### src/rtl/dvsp_pkg.sv
// Package: shared mode coding and widths for the dual voice serial port.
// Assumes: two channels; mode coding is fixed at the block's pins.
package dvsp_pkg;
    localparam int N_CH = 2;
    localparam int R24_BITS = 3;

    typedef enum logic [1:0] {
        MODE_CLEAR  = 2'b00,
        MODE_BYPASS = 2'b01,
        MODE_R24    = 2'b10,
        MODE_R32    = 2'b11
    } chan_mode_e;
endpackage

### src/rtl/dvsp_bclk_edges.sv
// Module: finds rising and falling edges of the bit clock in the system clock domain.
// Assumes: bclk is synchronous to clk and each level lasts at least two clk cycles.
module dvsp_bclk_edges (
    input  logic clk,
    input  logic rst_n,
    input  logic bclk,
    output logic rise_evt,
    output logic fall_evt
);
    logic bclk_q;

    // Purpose: remember the bit clock level of the previous system cycle.
    always_ff @(posedge clk) begin
        if (!rst_n) bclk_q <= 1'b0;
        else        bclk_q <= bclk;
    end

    // Purpose: flag one-cycle edge events.
    always_comb begin
        rise_evt = bclk & ~bclk_q;
        fall_evt = ~bclk & bclk_q;
    end
endmodule

### src/rtl/dvsp_strobed_shifter.sv
// Module: serial receiver and transmitter for one strobed window of BITS bits.
//         Sends MSB first on rising edges and samples on falling edges.
//         Latches the completed word into a holding register at the last bit.
// Assumes: at least one falling edge with the strobe low between windows; BITS >= 3.
module dvsp_strobed_shifter #(
    parameter int BITS = 8
) (
    input  logic            clk,
    input  logic            rst_n,
    input  logic            rise_evt,
    input  logic            fall_evt,
    input  logic            strobe,
    input  logic            sdi,
    input  logic            load,
    input  logic [BITS-1:0] load_word,
    output logic            sdo,
    output logic            oe,
    output logic [BITS-1:0] rx_word
);
    localparam int CW = $clog2(BITS + 1);
    localparam logic [CW-1:0] LAST = CW'(BITS - 1);
    localparam logic [CW-1:0] FULL = CW'(BITS);

    logic [CW-1:0]   cnt;
    logic [BITS-2:0] rx_sh;
    logic [BITS-1:0] tx_word;
    logic [BITS-1:0] tx_src;

    // Purpose: a word loaded on this very edge is sent at once.
    always_comb tx_src = load ? load_word : tx_word;

    // Purpose: drive the output side on rising edges.
    always_ff @(posedge clk) begin
        if (!rst_n) begin
            tx_word <= '0;
            sdo     <= 1'b0;
            oe      <= 1'b0;
        end else if (rise_evt) begin
            if (strobe && cnt != FULL) begin
                sdo     <= tx_src[BITS-1];
                oe      <= 1'b1;
                tx_word <= {tx_src[BITS-2:0], 1'b0};
            end else begin
                sdo     <= 1'b0;
                oe      <= 1'b0;
                tx_word <= tx_src;
            end
        end
    end

    // Purpose: sample input bits on falling edges and latch the full word.
    always_ff @(posedge clk) begin
        if (!rst_n) begin
            cnt     <= '0;
            rx_sh   <= '0;
            rx_word <= '0;
        end else if (fall_evt) begin
            if (!strobe) begin
                cnt <= '0;
            end else if (cnt != FULL) begin
                rx_sh <= {rx_sh[BITS-3:0], sdi};
                cnt   <= cnt + CW'(1);
                if (cnt == LAST) rx_word <= {rx_sh, sdi};
            end
        end
    end
endmodule

### src/rtl/dvsp_frame_pipe.sv
// Module: per-channel processing stage. Loads the held words at each frame start
//         and forms the next frame's transmit words from the channel mode.
// Assumes: core_enc/core_dec hold stable around frame starts; ADP_W <= PCM_W.
module dvsp_frame_pipe
    import dvsp_pkg::*;
#(
    parameter int PCM_W = 8,
    parameter int ADP_W = 4
) (
    input  logic             clk,
    input  logic             rst_n,
    input  logic             frame_start,
    input  logic [1:0]       mode,
    input  logic [PCM_W-1:0] hold_pcm,
    input  logic [ADP_W-1:0] hold_adp,
    input  logic [ADP_W-1:0] core_enc,
    input  logic [PCM_W-1:0] core_dec,
    output logic [PCM_W-1:0] tx_pcm,
    output logic [ADP_W-1:0] tx_adp,
    output logic [PCM_W-1:0] core_pcm,
    output logic [ADP_W-1:0] core_adp
);
    localparam logic [ADP_W-1:0] R24_MASK = {ADP_W{1'b1}} << (ADP_W - R24_BITS);
    localparam int PAD_W = PCM_W - ADP_W;

    chan_mode_e       m;
    logic [PCM_W-1:0] proc_pcm;
    logic [ADP_W-1:0] proc_adp;

    always_comb m = chan_mode_e'(mode);

    // Purpose: move the held words into the processing stage once per frame.
    always_ff @(posedge clk) begin
        if (!rst_n) begin
            proc_pcm <= '0;
            proc_adp <= '0;
        end else if (frame_start) begin
            proc_pcm <= hold_pcm;
            proc_adp <= hold_adp;
        end
    end

    // Purpose: show the words under processing to the core, masked in 24k mode.
    always_comb begin
        core_pcm = proc_pcm;
        core_adp = (m == MODE_R24) ? (proc_adp & R24_MASK) : proc_adp;
    end

    // Purpose: choose the transmit words per mode.
    always_comb begin
        unique case (m)
            MODE_R32: begin
                tx_pcm = core_dec;
                tx_adp = core_enc;
            end
            MODE_R24: begin
                tx_pcm = core_dec;
                tx_adp = core_enc & R24_MASK;
            end
            MODE_BYPASS: begin
                tx_pcm = {proc_adp, {PAD_W{1'b0}}};
                tx_adp = proc_pcm[PCM_W-1 -: ADP_W];
            end
            default: begin
                tx_pcm = '0;
                tx_adp = '0;
            end
        endcase
    end
endmodule

### src/rtl/dual_voice_serial_port.sv
// Module: top of the dual-channel serial PCM/ADPCM port. It has two PCM lanes,
//         one shared ADPCM window lane, frame-start detection and two channel pipes.
// Assumes: bclk is synchronous to clk; the B1 strobe is present every frame.
module dual_voice_serial_port
    import dvsp_pkg::*;
#(
    parameter int PCM_W = 8,
    parameter int ADP_W = 4
) (
    input  logic             clk,
    input  logic             rst_n,
    input  logic             bclk,
    input  logic             pcm_en_b1,
    input  logic             pcm_en_b2,
    input  logic             adp_en,
    input  logic             pcm_sdi,
    input  logic             adp_sdi,
    input  logic [1:0]       mode_b1,
    input  logic [1:0]       mode_b2,
    output logic             pcm_sdo,
    output logic             pcm_sdo_oe,
    output logic             adp_sdo,
    output logic             adp_sdo_oe,
    output logic             core_frame,
    output logic [PCM_W-1:0] core_pcm_b1,
    output logic [PCM_W-1:0] core_pcm_b2,
    output logic [ADP_W-1:0] core_adp_b1,
    output logic [ADP_W-1:0] core_adp_b2,
    input  logic [ADP_W-1:0] core_enc_b1,
    input  logic [ADP_W-1:0] core_enc_b2,
    input  logic [PCM_W-1:0] core_dec_b1,
    input  logic [PCM_W-1:0] core_dec_b2
);
    localparam int WIN_W = N_CH * ADP_W;

    logic rise_evt, fall_evt;
    logic en1_seen, frame_start;

    logic [N_CH-1:0]  pcm_en, lane_sdo, lane_oe;
    logic [1:0]       mode_arr   [N_CH];
    logic [PCM_W-1:0] hold_pcm   [N_CH];
    logic [ADP_W-1:0] hold_adp   [N_CH];
    logic [ADP_W-1:0] enc_arr    [N_CH];
    logic [PCM_W-1:0] dec_arr    [N_CH];
    logic [PCM_W-1:0] tx_pcm     [N_CH];
    logic [ADP_W-1:0] tx_adp     [N_CH];
    logic [PCM_W-1:0] cpcm       [N_CH];
    logic [ADP_W-1:0] cadp       [N_CH];
    logic [WIN_W-1:0] win_rx, win_tx;

    // Purpose: gather per-channel pins into arrays.
    always_comb begin
        pcm_en      = {pcm_en_b2, pcm_en_b1};
        mode_arr[0] = mode_b1;
        mode_arr[1] = mode_b2;
        enc_arr[0]  = core_enc_b1;
        enc_arr[1]  = core_enc_b2;
        dec_arr[0]  = core_dec_b1;
        dec_arr[1]  = core_dec_b2;
    end

    dvsp_bclk_edges u_edges (
        .clk      (clk),
        .rst_n    (rst_n),
        .bclk     (bclk),
        .rise_evt (rise_evt),
        .fall_evt (fall_evt)
    );

    // Purpose: record the B1 strobe level seen at each rising edge.
    always_ff @(posedge clk) begin
        if (!rst_n)        en1_seen <= 1'b0;
        else if (rise_evt) en1_seen <= pcm_en_b1;
    end

    always_comb frame_start = rise_evt & pcm_en_b1 & ~en1_seen;

    // Purpose: registered one-clock frame pulse toward the core.
    always_ff @(posedge clk) begin
        if (!rst_n) core_frame <= 1'b0;
        else        core_frame <= frame_start;
    end

    // Purpose: split the ADPCM window B1-first and pack the transmit window.
    always_comb begin
        hold_adp[0] = win_rx[WIN_W-1 -: ADP_W];
        hold_adp[1] = win_rx[ADP_W-1:0];
        win_tx      = {tx_adp[0], tx_adp[1]};
    end

    genvar ch;
    generate
        for (ch = 0; ch < N_CH; ch++) begin : g_chan
            dvsp_strobed_shifter #(.BITS(PCM_W)) u_pcm_lane (
                .clk       (clk),
                .rst_n     (rst_n),
                .rise_evt  (rise_evt),
                .fall_evt  (fall_evt),
                .strobe    (pcm_en[ch]),
                .sdi       (pcm_sdi),
                .load      (frame_start),
                .load_word (tx_pcm[ch]),
                .sdo       (lane_sdo[ch]),
                .oe        (lane_oe[ch]),
                .rx_word   (hold_pcm[ch])
            );

            dvsp_frame_pipe #(.PCM_W(PCM_W), .ADP_W(ADP_W)) u_pipe (
                .clk         (clk),
                .rst_n       (rst_n),
                .frame_start (frame_start),
                .mode        (mode_arr[ch]),
                .hold_pcm    (hold_pcm[ch]),
                .hold_adp    (hold_adp[ch]),
                .core_enc    (enc_arr[ch]),
                .core_dec    (dec_arr[ch]),
                .tx_pcm      (tx_pcm[ch]),
                .tx_adp      (tx_adp[ch]),
                .core_pcm    (cpcm[ch]),
                .core_adp    (cadp[ch])
            );
        end
    endgenerate

    dvsp_strobed_shifter #(.BITS(WIN_W)) u_adp_lane (
        .clk       (clk),
        .rst_n     (rst_n),
        .rise_evt  (rise_evt),
        .fall_evt  (fall_evt),
        .strobe    (adp_en),
        .sdi       (adp_sdi),
        .load      (frame_start),
        .load_word (win_tx),
        .sdo       (adp_sdo),
        .oe        (adp_sdo_oe),
        .rx_word   (win_rx)
    );

    // Purpose: merge the PCM lanes; B1 wins when both strobes overlap.
    always_comb begin
        pcm_sdo     = lane_oe[0] ? lane_sdo[0] : lane_sdo[1];
        pcm_sdo_oe  = |lane_oe;
        core_pcm_b1 = cpcm[0];
        core_pcm_b2 = cpcm[1];
        core_adp_b1 = cadp[0];
        core_adp_b2 = cadp[1];
    end
endmodule

### config.mk
export PLATFORM = sky130hd
export DESIGN_NAME = dual_voice_serial_port
export DESIGN_NICKNAME = d
export VERILOG_FILES = /design/src/rtl/dvsp_pkg.sv /design/src/rtl/dvsp_bclk_edges.sv /design/src/rtl/dvsp_strobed_shifter.sv /design/src/rtl/dvsp_frame_pipe.sv /design/src/rtl/dual_voice_serial_port.sv
export SDC_FILE = /design/constraint.sdc
export NUM_CORES = 1
export LEC_CHECK = 0
export ABC_AREA = 1
export BUFFER_PORTS_ARGS = -buffer_cell sky130_fd_sc_hd__buf_2
export CAP_MARGIN = 20
export CORE_MARGIN = 5
export CORE_UTILIZATION = 60
export CTS_BUF_LIST = sky130_fd_sc_hd__clkbuf_8
export CTS_CLUSTER_DIAMETER = 100
export CTS_CLUSTER_SIZE = 30
export DETAILED_ROUTE_END_ITERATION = 6
export HOLD_SLACK_MARGIN = 0.06
export PLACE_DENSITY = 0.84
export SKIP_CTS_REPAIR_TIMING = 1
export SYNTH_ARGS = -nofsm -noshare
export SYNTH_HDL_FRONTEND = slang
export SYNTH_SLANG_ARGS = --single-unit
### constraint.sdc
create_clock -name clk -period 1.9 [get_ports clk]
set_clock_uncertainty 0.1 [all_clocks]
set_input_delay 0.285 -clock clk [delete_from_list [all_inputs] [get_ports clk]]
set_output_delay 0.285 -clock clk [all_outputs]
set_load 0.01 [all_outputs]
==> impl_metrics.ini, run 1 <==
[clocking]
clkLatencyLatePin_ns = 0.43
clk_pin_slew_worst_paths_ns = 0.07
tritoncts = done
numCtsBuffers = 17
clockRootBuffer = clkbuf_8
cts.htree.levels = 4
clockBufferDepth = 2
clock_sinks = 114

[worst_setup_path]
worst-path-buf-inv = 2
critPathCaptureType = flop
worstPathArrival_ns = 2.00
cp-start-kind = flop
path_class = flop to flop
slowest_stage = dfxtp_1
r2r_start = g_chan[1].u_pcm_lane.cnt[0]$_SDFFE_PN0P_
critPathLaunch = g_chan[1].u_pcm_lane.cnt[0]$_SDFFE_PN0P_
timing.reg2reg.setup_slack_ns = 0.18
worstPathCellList = inv_1, ha_1, nand3_1, nand2_1, nor2_2, nand3_1, nand3_1, nand2_1, inv_1
worstReg2RegEnd = g_chan[1].u_pcm_lane.tx_word[4]$_SDFFE_PN0N_
required_ns = 2.18
critical_path.top_delay_family = simple AND/OR/NAND/NOR gates
cpPeakStageDelay_ns = 0.36
r2r_cells = 9
path_max_fanout = 8
crit_path_frequent_cell = nand3_1

[drt]
wl_per_cell_um = 13.5
via_count = 5137
ant_nets = 0
drt-initial-drc-count = 305
drt_wl_total_mm = 12.9
drtPass1Iterations = 6
vias_per_cell = 5.37
drc_errors = 0

[worst_hold_path]
hp-start = bclk
hold_depth = 3
holdPathEnd = u_edges.bclk_q$_SDFF_PN0_
hold_path.class = input port to flop

[finish]
area_delta_synth_final_pct = 14.8
postLayoutCellArea_sq_um = 6030
final_nets = 879
final_util = 0.699
fillers = 729
antenna_cells = 0
drive_above_1_share = 0.147

[timing]
min_period_over_period = 0.907
setup_viol = 0
rsz0062_at_grt = false
min_period_ns = 1.72
fmax_ghz = 0.580
maxSlewViolCount = 0
finalSetupTns_ns = 0
tightestPinTransition_ns = 0.472
finalHoldViolCount = 0
relSlewSlack = 0.685

[logic_synthesis]
synthTopCellsByArea = dfxtp_1, nand2_1, nor2_1
yosysWarnings = 0
synth-seq-area-share = 0.434
synth_top_area_frac = 0.434
synth_nets = 822
avgSynthCellArea_sq_um = 6.74
synth_top_cell_by_area = dfxtp_1
synth_area_sq_um = 5260
ys_ff_latch = 114
syn_inst = 780
synth_cell_types = 26

[pwr]
swShare = 0.256
power_frac_clock = 0.449
p_switching_mw = 1.41
combPwrFrac = 0.095
seq_power_share = 0.455
cellInternalPower_mw = 4.10
p_total_mw = 5.51
leakage_nw = 2.86
powerDensity_nw_per_um2 = 913
peakVddDrop_mv = 0.488

[global_routing]
antenna_found_initial = 0
track_usage = 0.243
busiest_layer = met2
grt_pass1_vias = 4917
grt_pass1_wl_mm = 22.0
grt_start_max_net_pins = 51
grtUsageMet1 = 0.276
grt_use_met2 = 0.416
grtUsageMet3 = 0.0628
grt_overflow = 0

[floorplan]
chipWidth_um = 104
dieArea_sq_um = 10700
ioPinCount = 65
core_sq_um = 8640
row_count = 34
start_util = 0.609
die_h_um = 104

[place]
gp_congestion = 0.834
post_dp_cell_area_sq_um = 5580
dp_hpwl_mm = 9.00
port_buffers = 64

[run_status]
status = finished, final reports clean

[run]
max-cap-violations = 0
==> state kept, by name, indices dropped and copies added, names as in the netlist <==
signal	cells
g_chan.u_pipe.core_pcm	16
u_adp_lane.oe	1
u_adp_lane.cnt	4
u_edges.bclk_q	1
g_chan.u_pcm_lane.oe	2
g_chan.u_pipe.proc_adp	8
u_adp_lane.rx_sh	7
core_frame	1
u_adp_lane.rx_word	8
g_chan.u_pcm_lane.tx_word	16
g_chan.u_pcm_lane.cnt	8
u_adp_lane.tx_word	8
g_chan.u_pcm_lane.rx_word	16
g_chan.u_pcm_lane.rx_sh	14
u_adp_lane.sdo	1
en1_seen	1
g_chan.u_pcm_lane.sdo	2
==> cells in the final DEF (no fill, tap or decap) <==
| cell | count |
|---|---|
| clkbuf_8 | 18 |
| nand4_4 | 1 |
| inv_6 | 2 |
| dfxtp_1 | 114 |
| bufinv_16 | 4 |
| nor2_1 | 128 |
| clkinv_4 | 1 |
| ha_1 | 6 |
| a211oi_1 | 2 |
| nand3_2 | 1 |
| buf_12 | 1 |
| clkinvlp_4 | 4 |
| buf_2 | 64 |
| a21oi_1 | 29 |
| nand2_2 | 6 |
| o21a_1 | 2 |
| nor3_1 | 2 |
| xnor2_1 | 1 |
| nand3_1 | 82 |
| dlygate4sd3_1 | 2 |
| nor2_4 | 3 |
| xor2_1 | 2 |
| buf_4 | 10 |
| o21ai_0 | 71 |
| nor2_2 | 4 |
| inv_2 | 3 |
| a21oi_2 | 2 |
| clkinv_1 | 2 |
| clkinv_2 | 1 |
| nand2_1 | 201 |
| inv_1 | 80 |
==> worst register-to-register path, cell delays in order (launching register included) <==
cell and delay (ns):
dfxtp_1 0.36, inv_1 0.08, ha_1 0.20, nand3_1 0.14
nand2_1 0.11, nor2_2 0.30, nand3_1 0.14, nand3_1 0.13
nand2_1 0.06, inv_1 0.06
==> Yosys cell counts (all sizes together) <==
cell / n
nand3: 83
inv: 82
nor3: 2
ha: 6
o21a: 2
dfxtp: 114
nand2: 207
nor2: 135
clkbuf: 15
buf: 24
xor2: 2
xnor2: 1
a21oi: 31
clkinv: 2
o21ai: 71
a211oi: 2
nand4: 1
==> power groups by stage <==
stage / Combinational (mW) / Clock (mW) / Sequential, mW
detailed placement: 0.511 / 0 / 2.56
floorplan: 0.358 / 0 / 2.56
global placement: 0.497 / 0 / 2.56
finish: 0.524 / 2.48 / 2.51
global route: 0.589 / 2.60 / 2.52
CTS: 0.517 / 2.50 / 2.51
==> metrics by stage <==
step | instances | hold WS [ns] | worst slack (ns)
finish | 957 | 0.0676 | 0.177
global route | 957 | 0.0913 | 0.0266
CTS | 955 | -0.0200 | 0.168
detailed placement | 924 | 0.362 | 0.181
global placement | 924 | 0.352 | 0.263
floorplan | 780 | 0.320 | 0.483
==> per-layer routing <==
| layer | share of wire | up-vias |
|---|---|---|
| li1 | - | 2555 |
| met1 | 0.42 | 2365 |
| met2 | 0.49 | 174 |
| met3 | 0.061 | 43 |
| met4 | 0.032 | 0 |
| met5 | 0 | - |
==> worst max-delay path by stage <==
stage | to | slack, ns | cells past startpoint
after floorplan | g_chan[0].u_pcm_lane.tx_word[1]$_SDFFE_PN0N_ | 0.48 | 10
after global placement | g_chan[1].u_pcm_lane.tx_word[1]$_SDFFE_PN0N_ | 0.26 | 7
after detailed placement | g_chan[1].u_pcm_lane.tx_word[1]$_SDFFE_PN0N_ | 0.18 | 7
after CTS | g_chan[1].u_pcm_lane.tx_word[4]$_SDFFE_PN0N_ | 0.17 | 9
after global routing | g_chan[1].u_pcm_lane.tx_word[1]$_SDFFE_PN0N_ | 0.03 | 9
final | g_chan[1].u_pcm_lane.tx_word[4]$_SDFFE_PN0N_ | 0.18 | 9
==> kinds of logic after synthesis <==
kind of cell,after synthesis,share of synthesized area
and+or+nand+nor,428,0.338
buffers and inverters,123,0.104
DFF,114,0.434
AOI/OAI and AO/OA,106,0.104
adders and majority gates,6,0.0143
xor gates and xnor gates,3,0.00500
==> final cells by class <==
class                      instances  area, sq um  area share
multi-input combinational        543         2430       0.403
sequential                       114         2280       0.378
timing repair buffer              77          435      0.0722
inverter                          84          315      0.0523
clock buffer                      18          248      0.0411
clock inverter                    13          185      0.0307
tap                              108          135      0.0224
Note: power is estimated with default switching activity, not from simulation.
==> inputs of run 2 (changes only) <==
--- a/config.mk
+++ b/config.mk
@@ -9,13 +9,13 @@
 export BUFFER_PORTS_ARGS = -buffer_cell sky130_fd_sc_hd__buf_2
 export CAP_MARGIN = 20
 export CORE_MARGIN = 5
-export CORE_UTILIZATION = 60
-export CTS_BUF_LIST = sky130_fd_sc_hd__clkbuf_8
+export CORE_UTILIZATION = 58
 export CTS_CLUSTER_DIAMETER = 100
 export CTS_CLUSTER_SIZE = 30
 export DETAILED_ROUTE_END_ITERATION = 6
+export GPL_TIMING_DRIVEN = 0
 export HOLD_SLACK_MARGIN = 0.06
-export PLACE_DENSITY = 0.84
+export PLACE_DENSITY = 0.82
 export SKIP_CTS_REPAIR_TIMING = 1
 export SYNTH_ARGS = -nofsm -noshare
 export SYNTH_HDL_FRONTEND = slang
==> constraint.sdc (replaced) <==
create_clock -name clk -period 1.9 [get_ports clk]
set_clock_uncertainty 0.1 [all_clocks]
set_input_delay 0.285 -clock clk [delete_from_list [all_inputs] [get_ports clk]]
set_output_delay 0.285 -clock clk [all_outputs]
set_load 0.02 [all_outputs]
==> run 2 against run 1 <==
  * Combinational power grew 13%
  * Worst hold slack gained 0.0066 ns
  * Via count grew 3.1%
  * Die area grew 3.1%
  * Register-to-register slack is essentially flat
  * Global-route usage grew 0.64 points
  * Design area grew 4.4%
  * Sequential power is essentially flat
  * Sequential share of layout area shrank 1.6 points
  * Largest power group is now clock
  * Clock power grew 23%
==> impl_metrics.ini, run 2 (synthesized netlist as in run 1, its figures left out) <==
[timing]
fmax_ghz = 0.582
finalHoldViolCount = 0
rsz0062_at_grt = false
maxSlewViolCount = 0
setup_viol = 0
relSlewSlack = 0.617
tightestPinTransition_ns = 0.575
min_period_over_period = 0.905
finalSetupTns_ns = 0
min_period_ns = 1.72
fin_ws_ns = 0.181

[clocking]
tritoncts = done
cts.htree.levels = 4
numCtsBuffers = 17
clk_pin_slew_worst_paths_ns = 0.06
clockBufferDepth = 2
clockRootBuffer = clkbuf_8
clkLatencyLatePin_ns = 0.52
clock_sinks = 114

[floorplan]
chipWidth_um = 105
start_util = 0.600
core_sq_um = 8760
die_h_um = 105
ioPinCount = 65
dieArea_sq_um = 11100
row_count = 34

[run]
max-cap-violations = 0

[worst_setup_path]
crit_path_frequent_cell = nand3_1
worstPathArrival_ns = 2.08
slowest_stage = dfxtp_1
r2r_cells = 9
r2r_start = g_chan[1].u_pcm_lane.cnt[0]$_SDFFE_PN0P_
required_ns = 2.27
cpPeakStageDelay_ns = 0.35
worstPathCellList = inv_1, ha_1, nand3_1, nand2_1, nor2_2, nand3_1, nand3_1, nand2_1, inv_1
path_max_fanout = 8
timing.reg2reg.setup_slack_ns = 0.18
cp-start-kind = flop
worstReg2RegEnd = g_chan[1].u_pcm_lane.tx_word[3]$_SDFFE_PN0N_
path_class = flop to flop
critPathCaptureType = flop

[drt]
vias_per_cell = 5.39
drt_wl_total_mm = 13.9
drtPass1Iterations = 5
ant_nets = 0
wl_per_cell_um = 14.1
drt-initial-drc-count = 299
drc_errors = 0
via_count = 5297

[global_routing]
antenna_found_initial = 0
grt_overflow = 0
grt_start_max_net_pins = 17
grt_pass1_wl_mm = 22.6
grt_pass1_vias = 4958
track_usage = 0.250

[place]
port_buffers = 60
dp_hpwl_mm = 10.0
dp.cells = 948
place_ws_ns = 0.0900
gp_congestion = 0.864

[pwr]
leakage_nw = 2.98
peakVddDrop_mv = 0.666
powerDensity_nw_per_um2 = 978

[worst_hold_path]
hp-start = pcm_en_b1
hold_depth = 3
hold_path.class = input port to flop
holdPathEnd = en1_seen$_SDFFE_PN0N_

[finish]
final_common_cell = nand2_1
final_util = 0.719
antenna_cells = 0
final_cell_mix = nand2_1, nor2_1, dfxtp_1
area_delta_synth_final_pct = 19.8
final_nets = 904
finalNonFillerCells = 983
drive_above_1_share = 0.152

[run_status]
status = finished, final reports clean
run 2: stage by stage:
| step | hold WS (ns) | cell area [sq um] | power (mW) |
|---|---|---|---|
| 3_5_place_dp | 0.360 | 5690 | 3.14 |
| 5_1_grt | 0.0961 | 6300 | 6.37 |
| 3_3_place_gp | 0.351 | 5690 | 3.11 |
| 4_1_cts | -0.0950 | 6270 | 6.16 |
| 2_1_floorplan | 0.320 | 5260 | 2.95 |
| 6_report | 0.0741 | 6300 | 6.16 |
run 2: critical path, delay by kind of cell (launching register included):
family        cells  cell delay (ns)
fa+ha+maj         1             0.20
flops             1             0.35
simple gates      6             0.89
buf+inv           2             0.12
run 2: layout make-up:
cell class	instances	area, sq um
Inverter	84	315
Multi-Input combinational cell	543	2430
Sequential cell	114	2280
Fill cell	679	2460
Clock inverter	13	151
Tap cell	108	135
Clock buffer	19	422
Buffer	39	233
Timing Repair Buffer	63	330
run 2: routing by layer:
metal	track usage	up-vias	wire, um
li1	-	2617	-
met4	0.130	0	465
met1	0.300	2433	5670
met5	0	-	0
met2	0.418	210	6730
met3	0.0544	37	994
run 2: power breakdown:
part	internal, mW	switching [mW]
Combinational	0.200	0.392
Clock	1.88	1.17
Sequential	2.46	0.0482
Total	4.55	1.61
run 2: worst max path at each step:
stage / startpoint / to / slack, ns
3_3_place_gp: g_chan[0].u_pcm_lane.cnt[0]$_SDFFE_PN0P_ / g_chan[0].u_pcm_lane.tx_word[1]$_SDFFE_PN0N_ / 0.22
3_5_place_dp: g_chan[0].u_pcm_lane.cnt[0]$_SDFFE_PN0P_ / g_chan[0].u_pcm_lane.tx_word[2]$_SDFFE_PN0N_ / 0.09
2_1_floorplan: g_chan[0].u_pcm_lane.cnt[0]$_SDFFE_PN0P_ / g_chan[0].u_pcm_lane.tx_word[1]$_SDFFE_PN0N_ / 0.48
6_report: g_chan[1].u_pcm_lane.cnt[0]$_SDFFE_PN0P_ / g_chan[1].u_pcm_lane.tx_word[3]$_SDFFE_PN0N_ / 0.18
5_1_grt: g_chan[1].u_pcm_lane.cnt[0]$_SDFFE_PN0P_ / g_chan[1].u_pcm_lane.rx_sh[5]$_SDFFE_PN0P_ / 0.03
4_1_cts: g_chan[0].u_pcm_lane.cnt[0]$_SDFFE_PN0P_ / g_chan[0].u_pcm_lane.tx_word[2]$_SDFFE_PN0N_ / 0.11
==> inputs of run 3 (changes only) <==
--- a/config.mk
+++ b/config.mk
@@ -13,7 +13,6 @@
 export CTS_CLUSTER_DIAMETER = 100
 export CTS_CLUSTER_SIZE = 30
 export DETAILED_ROUTE_END_ITERATION = 6
-export GPL_TIMING_DRIVEN = 0
 export HOLD_SLACK_MARGIN = 0.06
 export PLACE_DENSITY = 0.82
 export SKIP_CTS_REPAIR_TIMING = 1
==> run 3 against run 2 <==
  * Design area shrank 1.2%
  * Sequential share of layout area rose by 0.43 points
  * Power grew 1.7%
  * Final cell count fell by 2.5%
  * Via count shrank 4.0%
  * Largest cell class unchanged
==> impl_metrics.ini, run 3 (synthesized netlist as in run 1, its figures left out) <==
[floorplan]
ioPinCount = 65
core_sq_um = 8760
dieArea_sq_um = 11100
die_h_um = 105
row_count = 34
start_util = 0.600
chipWidth_um = 105

[global_routing]
grt_start_max_net_pins = 58
grt_pass1_wl_mm = 21.8
antenna_found_initial = 0
grt_overflow = 0
track_usage = 0.238
grt_pass1_vias = 4838

[worst_setup_path]
path_max_fanout = 8
timing.reg2reg.setup_slack_ns = 0.17
cp-start-kind = flop
r2r_cells = 9
critPathCaptureType = flop
path_class = flop to flop
worstPathArrival_ns = 2.09
required_ns = 2.26

[clocking]
numCtsBuffers = 17
tritoncts = done
clockRootBuffer = clkbuf_8
cts.htree.levels = 4
clk_pin_slew_worst_paths_ns = 0.05
clockBufferDepth = 2
clock_sinks = 114
clkLatencyLatePin_ns = 0.51

[finish]
antenna_cells = 0
area_delta_synth_final_pct = 18.4
multi_input_area_sq_um = 2430
finalNonFillerCells = 958
final_nets = 881
postLayoutCellArea_sq_um = 6230
fillers = 712
final_cell_mix = nand2_1, nor2_1, dfxtp_1
drive_above_1_share = 0.148
ff_latch_area_sq_um = 2280
final_common_cell = nand2_1

[timing]
tightestPinTransition_ns = 0.506
finalSetupTns_ns = 0
fmax_ghz = 0.579
relSlewSlack = 0.663
setup_viol = 0
min_period_ns = 1.73
maxSlewViolCount = 0
rsz0062_at_grt = false
finalHoldViolCount = 0
whs_ns = 0.0725
min_period_over_period = 0.909

[pwr]
p_total_mw = 6.27
leakage_nw = 2.95
peakVddDrop_mv = 0.510
powerDensity_nw_per_um2 = 1010

[drt]
drt-initial-drc-count = 442
wl_per_cell_um = 13.6
vias_per_cell = 5.31
ant_nets = 0
drc_errors = 0
via_count = 5085
drtPass1Iterations = 6
drt_wl_total_mm = 13.0

[worst_hold_path]
hold_path.class = input port to flop
hold_depth = 3

[place]
dp_hpwl_mm = 8.70
dp.cells = 925
gp_congestion = 0.854
post_dp_cell_area_sq_um = 5600
port_buffers = 64

[run_status]
status = finished, final reports clean

[run]
max-cap-violations = 0
run 3: final timing paths:
check,start,endpoint
setup / recovery,u_adp_lane.cnt[0]$_SDFFE_PN0P_,u_adp_lane.tx_word[5]$_SDFFE_PN0N_
hold / removal,pcm_en_b1,en1_seen$_SDFFE_PN0N_
setup reg to reg,u_adp_lane.cnt[0]$_SDFFE_PN0P_,u_adp_lane.tx_word[5]$_SDFFE_PN0N_
hold reg to reg,g_chan[1].u_pcm_lane.tx_word[0]$_SDFFE_PN0N_,g_chan[1].u_pcm_lane.tx_word[0]$_SDFFE_PN0N_
run 3: final cells by class:
cell class | count | share of cell area
repair buffers | 79 | 0.0747
multi-input cells | 543 | 0.391
flip-flops and latches | 114 | 0.366
well taps | 108 | 0.0217
inverters | 84 | 0.0506
clock inverters | 11 | 0.0261
clock buffers | 19 | 0.0693
run 3: layer usage:
layer	track usage	vias to the layer above	wire length (um)
met5	0	-	0
met4	0.104	0	370
met3	0.0727	32	877
met2	0.401	172	6430
met1	0.279	2319	5320
li1	-	2562	-
run 3: report_power, final:
part | switching (mW) | total, mW | internal, mW
combinational | 0.369 | 0.557 | 0.187
sequential | 0.0478 | 2.51 | 2.47
clock | 1.06 | 3.20 | 2.13
total | 1.48 | 6.27 | 4.79
run 3: worst max-delay path, cell delays in order, from the launching register on:
cell,delay [ns]
dfxtp_1,0.38
inv_1,0.10
ha_1,0.20
nand3_1,0.13
nand2_1,0.11
nor2_2,0.29
nand3_1,0.14
nand3_1,0.11
nand2_1,0.06
inv_1,0.05
run 3: stage by stage:
| step | setup WS, ns | utilization |
|---|---|---|
| 6_report | 0.173 | 0.711 |
| 5_1_grt | 0.00489 | 0.711 |
| 4_1_cts | 0.150 | 0.706 |
| 3_5_place_dp | 0.179 | 0.638 |
| 3_3_place_gp | 0.249 | 0.638 |
| 2_1_floorplan | 0.483 | - |
